## src/rtl/sar_pkg.sv

```systemverilog
package sar_pkg;
    localparam int WORD_W = 32;
    localparam int SMP_W  = 24;
    localparam int PAD20  = SMP_W - 20;
    localparam int PAD16  = SMP_W - 16;

    typedef enum logic [1:0] {
        LEN_32 = 2'b00,
        LEN_16 = 2'b01,
        LEN_24 = 2'b10,
        LEN_20 = 2'b11
    } len_sel_e;
endpackage

```

## src/rtl/sar_sync.sv

```systemverilog
module sar_sync #(
    parameter int W      = 1,
    parameter int STAGES = 2
) (
    input  logic         clk,
    input  logic         rst_n,
    input  logic [W-1:0] d_i,
    output logic [W-1:0] q_o
);
    logic [W-1:0] stage_q [STAGES];

    for (genvar g = 0; g < STAGES; g++) begin : g_stage
        if (g == 0) begin : g_first
            always_ff @(posedge clk or negedge rst_n) begin
                if (!rst_n) stage_q[g] <= '0;
                else        stage_q[g] <= d_i;
            end
        end else begin : g_next
            always_ff @(posedge clk or negedge rst_n) begin
                if (!rst_n) stage_q[g] <= '0;
                else        stage_q[g] <= stage_q[g-1];
            end
        end
    end

    assign q_o = stage_q[STAGES-1];
endmodule

```

## src/rtl/sar_align.sv

```systemverilog
module sar_align
    import sar_pkg::*;
(
    input  logic [WORD_W-1:0] word_i,
    input  logic [1:0]        len_sel_i,
    output logic [SMP_W-1:0]  sample_o
);
    always_comb begin
        unique case (len_sel_e'(len_sel_i))
            LEN_32:  sample_o = word_i[WORD_W-1 -: SMP_W];
            LEN_24:  sample_o = word_i[SMP_W-1:0];
            LEN_20:  sample_o = SMP_W'(word_i[19:0]) << PAD20;
            default: sample_o = SMP_W'(word_i[15:0]) << PAD16;
        endcase
    end
endmodule

```

## src/rtl/sar_pair.sv

```systemverilog
module sar_pair
    import sar_pkg::*;
(
    input  logic             clk,
    input  logic             rst_n,
    input  logic             take_l_i,
    input  logic             take_r_i,
    input  logic [SMP_W-1:0] sample_i,
    output logic [SMP_W-1:0] left_o,
    output logic [SMP_W-1:0] right_o,
    output logic             valid_o
);
    typedef struct packed {
        logic [SMP_W-1:0] hold_l;
        logic [SMP_W-1:0] hold_r;
        logic             have_l;
        logic             have_r;
        logic [SMP_W-1:0] out_l;
        logic [SMP_W-1:0] out_r;
        logic             valid;
    } pair_state_t;

    pair_state_t st_d, st_q;

    always_comb begin
        st_d       = st_q;
        st_d.valid = 1'b0;
        if (take_l_i) begin
            st_d.hold_l = sample_i;
            st_d.have_l = 1'b1;
        end
        if (take_r_i) begin
            st_d.hold_r = sample_i;
            st_d.have_r = 1'b1;
        end
        if (st_d.have_l && st_d.have_r) begin
            st_d.out_l  = st_d.hold_l;
            st_d.out_r  = st_d.hold_r;
            st_d.valid  = 1'b1;
            st_d.have_l = 1'b0;
            st_d.have_r = 1'b0;
        end
    end

    always_ff @(posedge clk or negedge rst_n) begin
        if (!rst_n) st_q <= '0;
        else        st_q <= st_d;
    end

    assign left_o  = st_q.out_l;
    assign right_o = st_q.out_r;
    assign valid_o = st_q.valid;


    one_chan_chk: assert property (@(posedge clk) disable iff (!rst_n)
        $onehot0({take_l_i, take_r_i}));


    pulse_width_chk: assert property (@(posedge clk) disable iff (!rst_n)
        st_q.valid |=> !st_q.valid);


    out_hold_chk: assert property (@(posedge clk) disable iff (!rst_n)
        (st_q.out_l != $past(st_q.out_l) || st_q.out_r != $past(st_q.out_r)) |-> st_q.valid);
endmodule

```

## src/rtl/serial_audio_rx.sv

```systemverilog
module serial_audio_rx
    import sar_pkg::*;
#(
    parameter int SYNC_STAGES = 2
) (
    input  logic             clk,
    input  logic             rst_n,
    input  logic             bclk_i,
    input  logic             bdata_i,
    input  logic             wclk_i,
    input  logic             chan_pol_i,
    input  logic [1:0]       len_sel_i,
    output logic [SMP_W-1:0] left_o,
    output logic [SMP_W-1:0] right_o,
    output logic             pair_valid_o
);
    typedef struct packed {
        logic              bclk_prev;
        logic              wclk_prev;
        logic [WORD_W-1:0] shift;
        logic              armed;
    } rx_state_t;

    rx_state_t st_d, st_q;

    logic [2:0]       sync_q;
    logic             bclk_s, bdata_s, wclk_s;
    logic             bclk_fall, wclk_edge;
    logic             take_word, take_l, take_r;
    logic [SMP_W-1:0] aligned;

    sar_sync #(.W(3), .STAGES(SYNC_STAGES)) i_sync (
        .clk   (clk),
        .rst_n (rst_n),
        .d_i   ({bclk_i, bdata_i, wclk_i}),
        .q_o   (sync_q)
    );

    assign {bclk_s, bdata_s, wclk_s} = sync_q;

    always_comb begin
        st_d           = st_q;
        bclk_fall      = st_q.bclk_prev & ~bclk_s;
        wclk_edge      = st_q.wclk_prev ^ wclk_s;
        st_d.bclk_prev = bclk_s;
        st_d.wclk_prev = wclk_s;
        if (bclk_fall) st_d.shift = {st_q.shift[WORD_W-2:0], bdata_s};
        if (wclk_edge) st_d.armed = 1'b1;
        take_word = wclk_edge & st_q.armed;
        take_l    = take_word & (st_q.wclk_prev == chan_pol_i);
        take_r    = take_word & (st_q.wclk_prev != chan_pol_i);
    end

    always_ff @(posedge clk or negedge rst_n) begin
        if (!rst_n) st_q <= '0;
        else        st_q <= st_d;
    end

    sar_align i_align (
        .word_i    (st_q.shift),
        .len_sel_i (len_sel_i),
        .sample_o  (aligned)
    );

    sar_pair i_pair (
        .clk      (clk),
        .rst_n    (rst_n),
        .take_l_i (take_l),
        .take_r_i (take_r),
        .sample_i (aligned),
        .left_o   (left_o),
        .right_o  (right_o),
        .valid_o  (pair_valid_o)
    );


    shift_in_chk: assert property (@(posedge clk) disable iff (!rst_n)
        bclk_fall |=> st_q.shift[0] == $past(bdata_s));


    pad16_chk: assert property (@(posedge clk) disable iff (!rst_n)
        (take_word && len_sel_i == LEN_16) |-> aligned[PAD16-1:0] == '0);


    pad20_chk: assert property (@(posedge clk) disable iff (!rst_n)
        (take_word && len_sel_i == LEN_20) |-> aligned[PAD20-1:0] == '0);


    first_edge_chk: assert property (@(posedge clk) disable iff (!rst_n)
        !st_q.armed |=> !pair_valid_o);
endmodule

```

## config.mk

```make
export PLATFORM = sky130hd
export DESIGN_NAME = serial_audio_rx
export DESIGN_NICKNAME = d
export VERILOG_FILES = /design/src/rtl/sar_pkg.sv /design/src/rtl/sar_sync.sv /design/src/rtl/sar_align.sv /design/src/rtl/sar_pair.sv /design/src/rtl/serial_audio_rx.sv
export SDC_FILE = /design/constraint.sdc
export NUM_CORES = 1
export LEC_CHECK = 0
export BUFFER_PORTS_ARGS = -buffer_cell sky130_fd_sc_hd__buf_2
export CAP_MARGIN = 10
export CORE_ASPECT_RATIO = 2
export CORE_MARGIN = 2
export CORE_UTILIZATION = 45
export CTS_CLUSTER_DIAMETER = 150
export DETAILED_ROUTE_END_ITERATION = 12
export HOLD_SLACK_MARGIN = 0.12
export PLACE_DENSITY = 0.64
export SLEW_MARGIN = 5
export SYNTH_ARGS = -nofsm -noshare
export SYNTH_HDL_FRONTEND = slang
export SYNTH_SLANG_ARGS = --single-unit
```

## constraint.sdc

```tcl
create_clock -name clk -period 5.85 [get_ports clk]
set_input_delay 0.2925 -clock clk [delete_from_list [all_inputs] [get_ports clk]]
set_output_delay 0.2925 -clock clk [all_outputs]
set_load 0.03 [all_outputs]
```

==> results_dict.tcl <==
set metrics [dict create \
    outcome "finished clean" \
    viasPerCell 5.32 \
    p_total_mw 3.26 \
    clock_latency_ps 410 \
    cts_tree "built" \
    synthMuxAreaShare_pct 30.9 \
    ys_seq_area_share_pct 57.0 \
    diodes 0 \
    rows 60 \
    antenna_left 0 \
    synth_area_um2 6140 \
    syn_nets 409 \
    async_flop_share_pct 100 \
    cts_num_sinks 140 \
    num-nets-final 426 \
    path_buf_inv 1 \
    fillers 1193 \
    drt-initial-drc-count 208 \
    dp.cells 550 \
    syn2layout_area_growth_pct 10.1 \
    cpMaxStageDelayCell "nand3_2" \
    final_core_util_pct 50.6 \
    fmax_ghz 0.415 \
    drive_above_1_share_pct 50.1 \
    overflow 0 \
    p_leak_nw 3.44 \
    yosys.area.top_type_share_pct 57.0 \
    core_area_um2 13400 \
    setup_tns_ps 0 \
    netlist_top_cells_count "dfrtp_1 (140), mux2_2 (99), buf_4 (52), mux2i_1 (20), inv_1 (17)" \
    multi_input_area_um2 2090 \
    ys_ff_latch 140 \
    pre_cts_slack_ps 3430 \
    final_cell_area_um2 6760 \
    report.final.slew_viol_count 0 \
    htreeDepth 4 \
    yosys_warnings 0 \
    cts_resized 0 \
    syn-instance-count 401 \
    grt_antenna_before_repair 0 \
    critPathRequiredTime_ps 6140 \
    crit_type "reg2reg" \
    drt_first_pass_iters 4 \
    hold_violations 0 \
    period_minus_slack_ps 2410 \
    clock_path_buffers 2 \
    grt_pass1_wl_mm 18.2 \
    synth.avg_cell_area_um2 15.3 \
    synth_fa_ha_area_share_pct 0 \
    whs_ps 347 \
    cap_violations 0 \
    cp.arrival_ps 2700 \
    fin_skew_ps 6.07 \
    synthFlopType "dfrtp_1" \
    die_h_um 169 \
    synth_top_family_by_area "multiplexers" \
    synth_xor_area_share_pct 0.143 \
    critPathLaunchType "register" \
    register_area_um2 3500 \
    cts_buffers 17 \
    period_share_pct 41.1 \
    powerDensity_nw_per_um2 482 \
    synth-simple-area-share_pct 1.53 \
    cp_top_family "simple AND/OR/NAND/NOR gates" \
    cts_root_buffer "clkbuf_16" \
    maxSlewHeadroom_pct 38.4 \
    irDropWorstVdd_mv 0.256 \
    placed_cell_area_um2 6170 \
    grt_use_total_pct 16.2 \
    drc 0 \
    grt_max_degree 76 \
    postCtsSetupBuffers 0 \
    synth-compound-area-share_pct 1.22 \
    pin_count 57 \
    hpwlAfterDp_mm 7.13 \
    min_path_type "reg2reg" \
    synth_edf_count 0 \
    synth_cell_types 27 \
    clk_pin_slew_ps 60 \
    vias 3105 \
    finalSetupViolations 0 \
    start_util_pct 46.0 \
    yosysTopAreaCell "dfrtp_1" \
    die_area_um2 14700 \
    postRouteWirelength_mm 10.7 \
    slowest_delay_ps 560 \
    fin_ws_ps 3440 \
    gp_congestion 0.785 \
    portBuffers 56 \
    crit_chain "and3b_1 -> o211ai_1 -> nand3_2 -> buf_4 -> mux2_4" \
    path_max_fanout 25 \
    wl_per_cell_um 18.3 \
    worst_setup_path_end_kind "register" \
    stdcell_count 584 \
    die_x_um 86.6 \
    grt_pass1_vias 3434 \
    rsz0062_at_grt "no" \
    synth_most_common_cell "dfrtp_1" \
    synthTopCellsByArea "dfrtp_1 (57%), mux2_2 (18%), buf_4 (6.4%)" \
    holdBufCountCts 4 \
    tightest_slew_ps 924 \
]
worst register-to-register path, stage by stage (launching register included):
cell	delay, ps
dfrtp_1	440
and3b_1	230
o211ai_1	230
nand3_2	560
buf_4	490
mux2_4	340
path summary, 6_finish.rpt:
path | from | endpoint | slack [ps] | cells after the start
max in group asynchronous | rst_n | i_pair.st_q[93] | 4030 | 3
hold reg to reg | i_sync.stage_q[4] | i_sync.q_o[1] | 350 | 0
hold / removal | i_sync.stage_q[4] | i_sync.q_o[1] | 350 | 0
min in group asynchronous | rst_n | i_pair.left_o[10] | 440 | 2
setup / recovery | i_sync.q_o[0] | i_pair.right_o[22] | 3440 | 5
setup reg to reg | i_sync.q_o[0] | i_pair.right_o[22] | 3440 | 5
logic make-up (layout without fill, tap and decap cells):
logic type,after synthesis,after routing
multiplexers,152,152
buffers and inverters,84,112
AND/OR/NAND/NOR,15,15
flip-flops,140,140
AO/OA/AOI/OAI,9,9
XOR/XNOR,1,1
cell usage in the layout, fill, tap and decap left out, types with 2 or more instances in the layout:
cell type / synthesis / routed
a22o_1: 4 / 4
and3b_1: 2 / 2
buf_2: 6 / 55
buf_4: 52 / 5
clkbuf_16: 0 / 17
clkbuf_8: 0 / 2
clkinv_2: 0 / 4
clkinv_4: 0 / 2
clkinvlp_4: 0 / 4
dfrtp_1: 140 / 140
dlygate4sd3_1: 0 / 4
inv_1: 17 / 17
mux2_1: 11 / 11
mux2_2: 99 / 99
mux2_4: 6 / 6
mux2i_1: 20 / 20
mux4_1: 3 / 3
mux4_2: 13 / 13
nor2_1: 5 / 5
nor3b_2: 2 / 2
o211ai_1: 2 / 2
o21ai_2: 2 / 2
per-layer routing:
layer | part of all wire (%) | vias up | GRT usage, %
met1 | 38 | 1647 | 18.6
met2 | 58 | 48 | 29.2
met5 | 0 | - | 0
li1 | - | 1397 | -
met3 | 2.8 | 13 | 3.65
met4 | 1.6 | 0 | 5.77
power by group:
group / switching, mW / internal (mW)
Combinational: 0.498 / 0.372
Sequential: 0.160 / 1.24
Clock: 0.393 / 0.599
state kept, by name, summed over array words and instances (netlist names):
name / flops
st_q: 35
i_pair.right_o: 24
i_sync.q_o: 3
i_pair.valid_o: 1
i_pair.st_q: 50
i_sync.stage_q: 3
i_pair.left_o: 24
area by class of cell:
type | count | share of cell area, %
Sequential cell | 140 | 51.8
Multi-Input combinational cell | 177 | 30.8
Clock buffer | 19 | 6.70
Timing Repair Buffer | 65 | 5.38
Tap cell | 155 | 2.87
Clock inverter | 11 | 1.44
Inverter | 17 | 0.944
No activity file was read; power rests on OpenSTA's default activity.
